===== src/rtl/ima_pacer_pkg.sv =====
package ima_pacer_pkg;
  typedef enum logic {
    MODE_DEMAND = 1'b0,
    MODE_RATE   = 1'b1
  } pace_mode_e;

  // stuff-cell correction: one stuff per 2049 cells on the reference link
  localparam int unsigned STUFF_MUL   = 2049;
  localparam int unsigned STUFF_SHIFT = 11;
  localparam int unsigned MUL_W       = 12;
endpackage


===== src/rtl/ima_gap_learner.sv =====
module ima_gap_learner #(
  parameter int unsigned TS_W     = 16,
  parameter int unsigned WIN_LOG2 = 4
) (
  input  logic            clk_i,
  input  logic            rst_ni,
  input  logic            clr_i,
  input  logic            learn_i,
  input  logic            req_i,
  output logic [TS_W-1:0] avg_o,
  output logic            avg_stb_o
);
  localparam int unsigned WIN   = 1 << WIN_LOG2;
  localparam int unsigned SUM_W = TS_W + WIN_LOG2;

  logic [TS_W-1:0]     ts_q, prev_q, gap, avg_q;
  logic [SUM_W-1:0]    sum_q, sum_nxt;
  logic [WIN_LOG2-1:0] cnt_q;
  logic                have_prev_q, done_q, stb_q;

  assign gap     = ts_q - prev_q;  // modulo difference absorbs wraparound
  assign sum_nxt = sum_q + SUM_W'(gap);

  always_ff @(posedge clk_i or negedge rst_ni) begin
    if (!rst_ni) begin
      ts_q        <= '0;
      prev_q      <= '0;
      sum_q       <= '0;
      cnt_q       <= '0;
      have_prev_q <= 1'b0;
      done_q      <= 1'b0;
      avg_q       <= '0;
      stb_q       <= 1'b0;
    end else begin
      ts_q  <= ts_q + 1'b1;
      stb_q <= 1'b0;
      if (clr_i || !learn_i) begin
        sum_q       <= '0;
        cnt_q       <= '0;
        have_prev_q <= 1'b0;
        done_q      <= 1'b0;
      end else if (req_i && !done_q) begin
        prev_q <= ts_q;
        if (!have_prev_q) begin
          have_prev_q <= 1'b1;
        end else begin
          sum_q <= sum_nxt;
          if (cnt_q == WIN_LOG2'(WIN - 1)) begin
            cnt_q  <= '0;
            done_q <= 1'b1;
            stb_q  <= 1'b1;
            avg_q  <= sum_nxt[SUM_W-1:WIN_LOG2];
          end else begin
            cnt_q <= cnt_q + 1'b1;
          end
        end
      end
    end
  end

  assign avg_o     = avg_q;
  assign avg_stb_o = stb_q;

  p_stb_single_r3: assert property (@(posedge clk_i) disable iff (!rst_ni)
    avg_stb_o |=> !avg_stb_o);
  p_stb_needs_learn_r7: assert property (@(posedge clk_i) disable iff (!rst_ni)
    (clr_i || !learn_i) |=> !avg_stb_o);
endmodule


===== src/rtl/ima_rate_divider.sv =====
module ima_rate_divider
  import ima_pacer_pkg::*;
#(
  parameter int unsigned TS_W   = 16,
  parameter int unsigned LINK_W = 4,
  parameter int unsigned FRAC   = 8,
  parameter int unsigned PER_W  = TS_W + FRAC + 1
) (
  input  logic              clk_i,
  input  logic              rst_ni,
  input  logic              clr_i,
  input  logic              start_i,
  input  logic [TS_W-1:0]   avg_i,
  input  logic [LINK_W-1:0] links_i,
  output logic [PER_W-1:0]  period_o,
  output logic              valid_o
);
  localparam int unsigned NUM_W  = TS_W + MUL_W;
  localparam int unsigned DEN_W  = LINK_W + STUFF_SHIFT - FRAC;
  localparam int unsigned STEP_W = $clog2(NUM_W);

  logic [NUM_W-1:0]  num, quo_q, quo_nxt;
  logic [DEN_W-1:0]  den_q, den_nxt, rem_q, rem_nxt;
  logic [DEN_W:0]    rem_sh;
  logic [LINK_W-1:0] neff;
  logic [STEP_W-1:0] step_q;
  logic [PER_W-1:0]  per_q;
  logic              busy_q, valid_q, ge;

  assign neff    = (links_i == '0) ? LINK_W'(1) : links_i;
  assign num     = NUM_W'(avg_i) * NUM_W'(STUFF_MUL);
  // 2^FRAC / 2^STUFF_SHIFT folds into the divisor
  assign den_nxt = DEN_W'(neff) << (STUFF_SHIFT - FRAC);

  // restoring division, one quotient bit per cycle
  assign rem_sh  = {rem_q, quo_q[NUM_W-1]};
  assign ge      = rem_sh >= {1'b0, den_q};
  assign rem_nxt = ge ? DEN_W'(rem_sh - {1'b0, den_q}) : DEN_W'(rem_sh);
  assign quo_nxt = {quo_q[NUM_W-2:0], ge};

  always_ff @(posedge clk_i or negedge rst_ni) begin
    if (!rst_ni) begin
      busy_q  <= 1'b0;
      valid_q <= 1'b0;
      step_q  <= '0;
      rem_q   <= '0;
      quo_q   <= '0;
      den_q   <= '0;
      per_q   <= '0;
    end else if (clr_i) begin
      busy_q  <= 1'b0;
      valid_q <= 1'b0;
    end else if (start_i) begin
      busy_q  <= 1'b1;
      valid_q <= 1'b0;
      step_q  <= '0;
      rem_q   <= '0;
      quo_q   <= num;
      den_q   <= den_nxt;
    end else if (busy_q) begin
      rem_q  <= rem_nxt;
      quo_q  <= quo_nxt;
      step_q <= step_q + 1'b1;
      if (step_q == STEP_W'(NUM_W - 1)) begin
        busy_q  <= 1'b0;
        valid_q <= 1'b1;
        per_q   <= PER_W'(quo_nxt);
      end
    end
  end

  assign period_o = per_q;
  assign valid_o  = valid_q;

  p_den_nonzero_r4: assert property (@(posedge clk_i) disable iff (!rst_ni)
    busy_q |-> den_q != '0);
  p_rem_below_den_r4: assert property (@(posedge clk_i) disable iff (!rst_ni)
    busy_q |-> rem_q < den_q);
  p_valid_idle_r4: assert property (@(posedge clk_i) disable iff (!rst_ni)
    valid_o |-> !busy_q);
endmodule


===== src/rtl/ima_trig_gen.sv =====
module ima_trig_gen
  import ima_pacer_pkg::*;
#(
  parameter int unsigned FRAC  = 8,
  parameter int unsigned PER_W = 25
) (
  input  logic             clk_i,
  input  logic             rst_ni,
  input  pace_mode_e       mode_i,
  input  logic             buf_wr_i,
  input  logic             run_i,
  input  logic [PER_W-1:0] period_i,
  output logic             trig_o
);
  localparam logic [PER_W-1:0] PER_MIN = PER_W'(2) << FRAC;
  localparam logic [PER_W:0]   STEP    = (PER_W + 1)'(1) << FRAC;

  logic [PER_W-1:0] acc_q, per_eff;
  logic [PER_W:0]   acc_nx;
  logic             hit, rate_q, dem_q;

  // floor of two cycles keeps rate triggers from touching
  assign per_eff = (period_i < PER_MIN) ? PER_MIN : period_i;
  assign acc_nx  = {1'b0, acc_q} + STEP;
  assign hit     = acc_nx >= {1'b0, per_eff};

  always_ff @(posedge clk_i or negedge rst_ni) begin
    if (!rst_ni) begin
      acc_q  <= '0;
      rate_q <= 1'b0;
      dem_q  <= 1'b0;
    end else begin
      dem_q <= (mode_i == MODE_DEMAND) && buf_wr_i;
      if (!run_i) begin
        acc_q  <= '0;
        rate_q <= 1'b0;
      end else begin
        rate_q <= hit;
        acc_q  <= hit ? PER_W'(acc_nx - {1'b0, per_eff}) : PER_W'(acc_nx);
      end
    end
  end

  assign trig_o = dem_q | rate_q;

  p_rate_gap_r8: assert property (@(posedge clk_i) disable iff (!rst_ni)
    rate_q |=> !rate_q);
  p_acc_bound_r5: assert property (@(posedge clk_i) disable iff (!rst_ni)
    run_i |-> acc_q < per_eff);
endmodule


===== src/rtl/ima_cell_pacer.sv =====
module ima_cell_pacer
  import ima_pacer_pkg::*;
#(
  parameter int unsigned TS_W     = 16,
  parameter int unsigned LINK_W   = 4,
  parameter int unsigned WIN_LOG2 = 4,
  parameter int unsigned FRAC     = 8,
  localparam int unsigned PER_W   = TS_W + FRAC + 1
) (
  input  logic              clk_i,
  input  logic              rst_ni,
  input  logic              ref_req_i,
  input  logic              buf_wr_i,
  input  logic [LINK_W-1:0] link_cnt_i,
  input  logic              mode_i,
  input  logic              tmr_en_i,
  output logic              trig_o,
  output logic [PER_W-1:0]  period_o,
  output logic              period_valid_o
);
  pace_mode_e        mode, mode_q;
  logic [LINK_W-1:0] link_q;
  logic [TS_W-1:0]   avg;
  logic              avg_stb, restart, rate_mode, run, valid;

  assign mode      = pace_mode_e'(mode_i);
  assign rate_mode = (mode == MODE_RATE);
  assign restart   = (mode != mode_q) || (link_cnt_i != link_q);
  assign run       = rate_mode && tmr_en_i && valid;

  always_ff @(posedge clk_i or negedge rst_ni) begin
    if (!rst_ni) begin
      mode_q <= MODE_DEMAND;
      link_q <= '0;
    end else begin
      mode_q <= mode;
      link_q <= link_cnt_i;
    end
  end

  ima_gap_learner #(
    .TS_W     (TS_W),
    .WIN_LOG2 (WIN_LOG2)
  ) u_learn (
    .clk_i     (clk_i),
    .rst_ni    (rst_ni),
    .clr_i     (restart),
    .learn_i   (rate_mode),
    .req_i     (ref_req_i),
    .avg_o     (avg),
    .avg_stb_o (avg_stb)
  );

  ima_rate_divider #(
    .TS_W   (TS_W),
    .LINK_W (LINK_W),
    .FRAC   (FRAC),
    .PER_W  (PER_W)
  ) u_div (
    .clk_i    (clk_i),
    .rst_ni   (rst_ni),
    .clr_i    (restart),
    .start_i  (avg_stb),
    .avg_i    (avg),
    .links_i  (link_cnt_i),
    .period_o (period_o),
    .valid_o  (valid)
  );

  ima_trig_gen #(
    .FRAC  (FRAC),
    .PER_W (PER_W)
  ) u_trig (
    .clk_i    (clk_i),
    .rst_ni   (rst_ni),
    .mode_i   (mode),
    .buf_wr_i (buf_wr_i),
    .run_i    (run),
    .period_i (period_o),
    .trig_o   (trig_o)
  );

  assign period_valid_o = valid;

  p_demand_echo_r1: assert property (@(posedge clk_i) disable iff (!rst_ni)
    (!mode_i && buf_wr_i) |=> trig_o);
  p_demand_quiet_r1: assert property (@(posedge clk_i) disable iff (!rst_ni)
    (!mode_i && !buf_wr_i) |=> !trig_o);
  p_rate_idle_r6: assert property (@(posedge clk_i) disable iff (!rst_ni)
    (mode_i && !(tmr_en_i && period_valid_o)) |=> !trig_o);
  p_restart_drop_r7: assert property (@(posedge clk_i) disable iff (!rst_ni)
    restart |=> !period_valid_o);
endmodule


===== config.mk =====
export PLATFORM = sky130hd
export DESIGN_NAME = ima_cell_pacer
export DESIGN_NICKNAME = d
export VERILOG_FILES = /design/src/rtl/ima_pacer_pkg.sv /design/src/rtl/ima_gap_learner.sv /design/src/rtl/ima_rate_divider.sv /design/src/rtl/ima_trig_gen.sv /design/src/rtl/ima_cell_pacer.sv
export SDC_FILE = /design/constraint.sdc
export NUM_CORES = 1
export LEC_CHECK = 0
export BUFFER_PORTS_ARGS = -buffer_cell sky130_fd_sc_hd__buf_2
export CORE_MARGIN = 2
export CORE_UTILIZATION = 60
export CTS_BUF_LIST = sky130_fd_sc_hd__clkbuf_2
export CTS_CLUSTER_DIAMETER = 100
export DETAILED_ROUTE_END_ITERATION = 10
export PLACE_DENSITY = 0.81
export SLEW_MARGIN = 20
export SYNTH_ARGS = -nofsm -noshare
export SYNTH_HDL_FRONTEND = slang
export SYNTH_SLANG_ARGS = --single-unit

===== constraint.sdc =====
create_clock -name clk_i -period 5.3 [get_ports clk_i]
set_input_delay 1.06 -clock clk_i [delete_from_list [all_inputs] [get_ports clk_i]]
set_output_delay 1.06 -clock clk_i [all_outputs]
set_load 0.05 [all_outputs]

* After elaboration in Yosys (flattened, before gate mapping)
Cells that the tools add are included.
Widths: inputs -> output; s select.
** Word-level totals
- Bits in registers :: 178
- Latch bits :: 0
- Memory bits (writable) :: 0
- Bits in read-only memories :: 0
- Input bits :: 10
- Output and inout port bits :: 27
- Logic and storage cells :: 101
- Memories kept :: 0
** Operators by class
- Add/sub/neg operators :: 8
- $mul :: 1
- Divide/modulo/power cells :: 0
- $lt $le $gt $ge :: 3
- Equality and inequality tests :: 4
- Shifts and indexed selects :: 0
- Multiplexer cells :: 37
- Bitwise logic cells :: 5
- Reductions and logical operators :: 23
** Operator list (number)
- $mux 25 :: 3
- $mux 20 :: 3
- $mux 28 :: 2
- $mul 16x12->28 const B :: 1
- $add 25x9->26 const B :: 1
- $ge 26x25->1 :: 1
- $lt 25x10->1 const B :: 1
- $sub 25x25->25 :: 1
- $mux 7 :: 3
- $add 20x16->20 :: 1
- $mux 4 :: 5
- $mux 1 :: 19
- $add 16x1->16 const B :: 1
- $sub 16x16->16 :: 1
- $mux 5 :: 2
- $reduce_and 2->1 :: 5
- $ge 8x7->1 :: 1
- $reduce_and 4->1 :: 2
- $reduce_bool 2->1 :: 4
- $sub 7x7->7 :: 1
- $reduce_bool 3->1 :: 2
- $add 5x1->5 const B :: 1
- $eq 5x5->1 const B :: 1
- $add 4x1->4 const B :: 1
- 10 further kinds :: 18

* Logic depth before layout (Yosys ltp)
Gate-level depths: netlist of the first run.
- Depth after elaboration :: 5
- Mapped depth :: 19
- Mapped depth without buffers :: 19

* Modules after synthesis
From an unflattened synthesis of the first run, not the netlist that was laid out.
** Unflattened totals
- Cells, all modules :: 1198
- Area, all modules :: 11208.2 um^2
** By module, submodules not included
- ima_gap_learner :: times used 1, cells each 506, area each 4479.3 um^2
- ima_rate_divider :: times used 1, cells each 340, area each 3693.5 um^2
- ima_trig_gen :: times used 1, cells each 339, area each 2850.2 um^2
- ima_cell_pacer :: times used 1, cells each 13, area each 185.2 um^2

* Worst setup path before layout of the first run
Ideal clock, no wire load.
- Kind :: flip-flop to flip-flop
- Start point :: register u_learn.ts_q[0]
- End point :: register u_learn.sum_q[19]
- Library setup time :: 0.078 ns
- Arrival :: 3.889 ns
- Required time :: 5.222 ns
- Slack :: 1.332 ns
- Stages on the path, launching flop included :: 18
- Buffers on the path :: 0
- Path through :: dfrtp_1 inv_1 ha_1 fa_1 nor2b_1 o21ai_0 a21boi_0 o21ai_0 a211oi_1 o31ai_1 xnor2_1 ha_1 nand3_1 or2_2 o211a_1 o21ba_1 or4_1 a21oi_1
** Between the ends
- Longest elaborated chain between the ends :: 5
** RTL lines
- from (decl) :: RTL line ima_gap_learner.sv:16 : logic [TS_W-1:0] ts_q, prev_q, gap, avg_q;
- from (signal assigned) :: RTL line ima_gap_learner.sv:35 : ts_q <= ts_q + 1'b1;
- $sub 16x16->16 :: RTL line ima_gap_learner.sv:21 : assign gap = ts_q - prev_q;
- $add 20x16->20 :: RTL line ima_gap_learner.sv:22 : assign sum_nxt = sum_q + SUM_W'(gap);
- $mux 20 :: RTL line ima_gap_learner.sv:44 : if (!have_prev_q) begin
- $mux 20 :: RTL line ima_gap_learner.sv:42 : end else if (req_i && !done_q) begin
- $mux 20 :: RTL line ima_gap_learner.sv:37 : if (clr_i || !learn_i) begin
- to (signal assigned) :: RTL line ima_gap_learner.sv:47 : sum_q <= sum_nxt;
- to (decl) :: RTL line ima_gap_learner.sv:17 : logic [SUM_W-1:0] sum_q, sum_nxt;
No other way between the ends. The select of a mux whose other input is x is not followed.
A chain may end at the register's enable or synchronous reset.

* Worst setup path after layout of the first run
Same ends and word-level chain as after synthesis.

==> out/summary.txt, run 1 <==
Largest net degree at the start of global routing: 127
CP required: 5970 ps
Worst-path clk slew: 260 ps
Pins over their slew limit: 0
Routed vias/inst: 5.98
Post-DP HPWL: 16800 um
Most frequent cells after synthesis: dfrtp_1, nand2_1, a21oi_1
Ports: 37
Setup WS post-layout: 791 ps
Top-area cell type share of the netlist area: 40.3%
Root Driver: clkbuf_2
Period utilization: 85.1%
Slowest cell delay on critical path: 470 ps
Die height: 140 um
Yosys top cell by area: dfrtp_1
Antenna viol nets, final: 0
Final setup violation count: 0
Final min period: 4510 ps
Post-synth EDFFs: 0
Finished Layout Cells: 1455
Initial Utilization: 61.3%
Max capacitance violation total: 0
Ys async rst share: 100%
Initial DRC Count: 542
Placed insts: 1423
Buffers on Ports: 36
Clock skew: 41.9 ps
Syn_area_per_cell: 9.27 um^2
Worst-Skew Late Latency: 750 ps
Leakage: 0.00542 uW
Gpl congestion: 0.931
Hold_buf cts: 0
Core area: 18000 um^2
Clock sink total: 178
Setup TNS: 0 ps
Initial antenna violation count: 1
Synthesized area: 11000 um^2
Number of global-route vias before repair: 8313
Drt wl/cell: 15.9 um
Nets@finish: 1307
CP Launch Type: flop
Post-CTS Setup Bufs: 0
Detailed Route WL: 23200 um
RSZ-0062 raised after global routing: false
Total grt overflow: 0
Pre-antenna DRT Iters: 5
Fmax: 0.222 GHz
Status: finished, final reports clean
Cts repair resizes: 0
Site Rows: 49
Share of cells above drive strength 1: 9.88%
Post-Syn Nets: 1285
First-pass GRT wire length: 39500 um
TritonCTS Buffers: 17
TritonCTS clock tree: built
Flops & latches, synth: 178
DRC violations left: 0
Worst path slowest cell: or4_1
CP cell instances: inv_1 -> ha_1 -> fa_1 -> nor2b_1 -> o21ai_0 -> a21boi_0 -> o21ai_0 -> a211oi_1 -> o31ai_1 -> xnor2_1 -> ha_1 -> nand3_1 -> or2_2 -> o211a_1 -> o21ba_1 -> or4_1 -> a21oi_1
Crit path DAT: 5180 ps
Die area: 19500 um^2
Power per cell area: 203 nW/um^2
Count of cell types in the netlist: 72
Total power: 2370 uW
Cell count after synthesis: 1191
Tightest Hold Check Type: primary input to async pin
Via count of the routed design: 8695
P&R area growth vs syn: 5.56%
H-tree Lvls: 4
Hold Vio Cnt, Final: 0
Critical path type: flop to flop
Register area share after synthesis: 40.3%
Post-place setup slack: 847 ps
Worst rel slew slack: 36.3%
Worst vdd ir: 0.000172 V
Most area-consuming cells after synthesis: dfrtp_1, ha_1, nand2_1
Critical path peak fanout: 6
CTS Buffer Depth: 2
CP Capture Type: flop
Tot GR Track Use: 24.4%
Count leader, synth: dfrtp_1
Slew @ Worst Pin: 953 ps
Main synth FF type: dfrtp_1
Reg2Reg Depth: 17
DIE WIDTH: 140 um
Yosys warnings: 0
cell type report:
class | count | area (um^2)
clock buffers | 20 | 100
repair buffers | 43 | 251
flip-flops and latches | 178 | 4450
diodes | 1 | 2.50
well taps | 229 | 287
clock inverters | 11 | 163
inverters | 71 | 267
fillers | 1486 | 6360
multi-input cells | 902 | 6140
per-stage QoR:
| step | utilization, % | hold slack (ps) | cell area (um^2) |
|---|---|---|---|
| CTS | 64.7 | 159 | 11700 |
| detailed placement | 63.2 | 470 | 11400 |
| floorplan | - | 448 | 11000 |
| finish | 64.7 | 188 | 11700 |
| global placement | 63.2 | 461 | 11400 |
| global route | 64.7 | 164 | 11700 |
worst paths after layout:
kind                                                 endpoint                   startpoint  slack [ps]
worst max register to register  u_learn.sum_q[19]$_DFFE_PN0P_    u_learn.ts_q[0]$_DFF_PN0_         790
max in group asynchronous          u_learn.done_q$_DFFE_PN0P_                       rst_ni        4030
min in group clk_i                        link_q[0]$_DFF_PN0_                link_cnt_i[0]         440
worst max-delay path            u_learn.sum_q[19]$_DFFE_PN0P_    u_learn.ts_q[0]$_DFF_PN0_         790
worst min-delay path               u_trig.acc_q[13]$_DFF_PN0_                       rst_ni         190
worst min register to register    u_div.quo_q[25]$_DFFE_PN0P_  u_div.quo_q[25]$_DFFE_PN0P_         520
flip-flops by register name (all words and copies together), names as in the netlist, 4 cells and up:
name            cells
u_div.den_q         4
u_div.step_q        5
u_trig.acc_q       25
u_learn.avg_o      16
u_learn.prev_q     16
u_div.quo_q        28
u_learn.cnt_q       4
link_q              4
u_learn.sum_q      20
u_learn.ts_q       16
u_div.period_o     25
u_div.rem_q         7
power by group:
part | total (uW) | switching [uW] | internal, uW
Combinational | 220 | 136 | 83.7
Sequential | 1380 | 6.97 | 1370
Clock | 770 | 462 | 308
layer usage:
| metal | vias up | global-route usage, % | routed length (um) |
|---|---|---|---|
| met5 | - | 0 | 0 |
| met4 | 0 | 6.42 | 357 |
| met3 | 32 | 4.30 | 891 |
| met2 | 171 | 40.7 | 11300 |
| met1 | 4215 | 33.2 | 10700 |
| li1 | 4277 | - | - |
critical path: cells and delay by family (launching register included):
family,cells,cell delay (ps)
AOI/OAI and AO/OA,8,1740
and+or+nand+nor,4,1060
adders and majority gates,3,970
DFF,1,440
xor gates and xnor gates,1,160
buffers and inverters,1,90
cells by family after synthesis:
| family | synth area share [%] |
|---|---|
| xor gates and xnor gates | 6.97 |
| muxes | 4.08 |
| adders and majority gates | 9.86 |
| DFF | 40.3 |
| buffers and inverters | 4.12 |
| AOI/OAI and AO/OA | 17.7 |
| and+or+nand+nor | 17.0 |
cell usage in the layout (no fill, tap or decap), types with 5 or more instances in the layout:
cell type and instances:
o21a_1 11, a211oi_1 5, mux2_2 21, nor2b_1 16
mux2i_1 18, a221oi_1 5, xnor2_1 58, nand3_1 35
a21oi_1 91, inv_1 70, and2_1 9, or3_1 13
nor2_1 88, nand4_1 15, o31ai_1 10, ha_1 79
o22ai_1 32, nand2b_1 11, o211ai_1 7, a31oi_1 7
o21ai_1 10, fa_1 5, xor2_1 28, and3_1 14
a21o_1 23, clkbuf_2 20, dfrtp_1 178, buf_4 6
nand2_1 138, a211oi_2 6, nor4_1 6, buf_2 35
o21ai_0 58, nor3_1 14
No activity file was read; power rests on OpenSTA's default activity.
==> run 2: changes to the inputs <==
--- a/config.mk
+++ b/config.mk
@@ -8,7 +8,7 @@
 export BUFFER_PORTS_ARGS = -buffer_cell sky130_fd_sc_hd__buf_2
 export CORE_MARGIN = 2
 export CORE_UTILIZATION = 60
-export CTS_BUF_LIST = sky130_fd_sc_hd__clkbuf_2
+export CTS_BUF_LIST = sky130_fd_sc_hd__clkbuf_4 sky130_fd_sc_hd__clkbuf_8 sky130_fd_sc_hd__clkbuf_16
 export CTS_CLUSTER_DIAMETER = 100
 export DETAILED_ROUTE_END_ITERATION = 10
 export PLACE_DENSITY = 0.81
==> out/summary.txt, run 2 (synthesis gave the netlist of run 1 again) <==
Total grt overflow: 0
DIE WIDTH: 140 um
Clock sink total: 178
Post-CTS Setup Bufs: 0
Critical path peak fanout: 6
Via count of the routed design: 8764
Initial DRC Count: 510
Pre-antenna DRT Iters: 5
Hold_buf cts: 0
Die area: 19500 um^2
Site Rows: 49
Most common cell after layout, fill and taps aside: dfrtp_1
Worst path slowest cell: or4_1
First-pass GRT wire length: 40500 um
Period utilization: 86.0%
Core area: 18000 um^2
Root Driver: clkbuf_16
Die height: 140 um
Worst r2r src: u_learn.ts_q[0]$_DFF_PN0_
Crit. Startpoint: u_learn.ts_q[0]$_DFF_PN0_
Most frequent cells in the layout: dfrtp_1, nand2_1, a21oi_1, nor2_1, ha_1
Area occupied by registers: 4450 um^2
Ports: 37
Worst rel slew slack: 35.0%
Worst path bufs/invs: 1
Worst vdd ir: 0.000283 V
Hold_sp: u_div.quo_q[26]$_DFFE_PN0P_
Setup TNS: 0 ps
Power per cell area: 246 nW/um^2
Leakage: 0.00558 uW
RSZ-0062 raised after global routing: false
Routed vias/inst: 6.03
TritonCTS clock tree: built
Clock skew: 10.1 ps
Placed insts: 1423
Crit path max-delay family: compound AO/OA/AOI/OAI gates
Net Sw Power: 667 uW
CTS Buffer Depth: 2
Max reg flops: 28
CP required: 5630 ps
Buffers on Ports: 36
Worst-path clk slew: 70 ps
Tightest Hold Check Type: flop to flop
Detailed Route WL: 23800 um
Final min period: 4560 ps
Antenna diode count: 0
Drt wl/cell: 16.4 um
Final setup violation count: 0
Internal power: 2300 uW
Share of cells above drive strength 1: 10.1%
Register share of total power: 46.5%
Nets@finish: 1307
Fmax: 0.219 GHz
Initial Utilization: 61.3%
Antenna viol nets, final: 0
CP Launch Type: flop
Biggest register: u_div.quo_q
Hold Vio Cnt, Final: 0
CP cell instances: inv_1 -> ha_1 -> fa_1 -> nor2b_1 -> o21ai_0 -> a21boi_0 -> o21ai_0 -> a211oi_1 -> o31ai_1 -> xnor2_1 -> ha_1 -> nand3_1 -> or2_2 -> o211a_1 -> o21ba_1 -> or4_1 -> a21oi_1
Finished Layout Cells: 1454
Net Sw Frac: 22.5%
Logic pwr share: 7.5%
Slew @ Worst Pin: 973 ps
TritonCTS Buffers: 17
Reg2Reg Setup Slack: 740 ps
Area of the multi-input gates: 6140 um^2
H-tree Lvls: 4
Gpl congestion: 0.931
Pins over their slew limit: 0
Initial antenna violation count: 0
Critical path type: flop to flop
Worst-Skew Late Latency: 440 ps
Fillcell total: 1421
Tot GR Track Use: 25.1%
Status: finished, final reports clean
Cts repair resizes: 0
Largest net degree at the start of global routing: 127
Post-DP HPWL: 16800 um
DRC violations left: 0
Crit path DAT: 4890 ps
Clk pwr share: 46.0%
Slowest cell delay on critical path: 480 ps
Number of global-route vias before repair: 8431
Max capacitance violation total: 0
CP Capture Type: flop
P&R area growth vs syn: 8.96%
## run 2: final timing paths
check                                           endpoint  cells past startpoint
max reg2reg                u_learn.sum_q[19]$_DFFE_PN0P_                     17
min in group asynchronous     u_trig.acc_q[17]$_DFF_PN0_                      1
max                        u_learn.sum_q[19]$_DFFE_PN0P_                     17
max in group asynchronous   u_learn.cnt_q[3]$_DFFE_PN0P_                      2
min reg2reg                  u_div.quo_q[26]$_DFFE_PN0P_                      2
min                          u_div.quo_q[26]$_DFFE_PN0P_                      2
## run 2: power groups by stage
stage	Sequential (uW)	Clock, uW	Combinational (uW)
floorplan	1400	0	153
global placement	1400	0	213
detailed placement	1400	0	221
CTS	1380	1380	225
global route	1380	1430	255
finish	1380	1360	222
## run 2: worst min-delay path, cell delays in order (launching register included)
cell and delay (ps):
dfrtp_1 340, nand2_1 50, o21ai_1 60
## run 2: area by class of cell
type | count | share of cell area (%)
multi-input combinational | 902 | 51.0
sequential | 178 | 37.0
clock buffer | 23 | 4.06
tap | 229 | 2.38
inverter | 71 | 2.21
timing repair buffer | 43 | 2.09
clock inverter | 8 | 1.26
## run 2: per-layer routing
metal	GRT usage (%)	up-vias	routed length [um]
met2	41.5	195	11700
li1	-	4272	-
met4	7.95	0	451
met5	0	-	0
met3	4.06	37	912
met1	34.1	4260	10800
## run 2: metrics by stage
stage | setup slack [ps] | util (%) | power (uW) | area, um^2 | hold WS [ps]
6_report | 741 | 66.8 | 2960 | 12000 | 485
5_1_grt | 381 | 66.8 | 3070 | 12000 | 494
4_1_cts | 775 | 66.8 | 2990 | 12000 | 486
3_3_place_gp | 990 | 63.2 | 1620 | 11400 | 461
2_1_floorplan | 1330 | - | 1550 | 11000 | 448
3_5_place_dp | 847 | 63.2 | 1620 | 11400 | 470
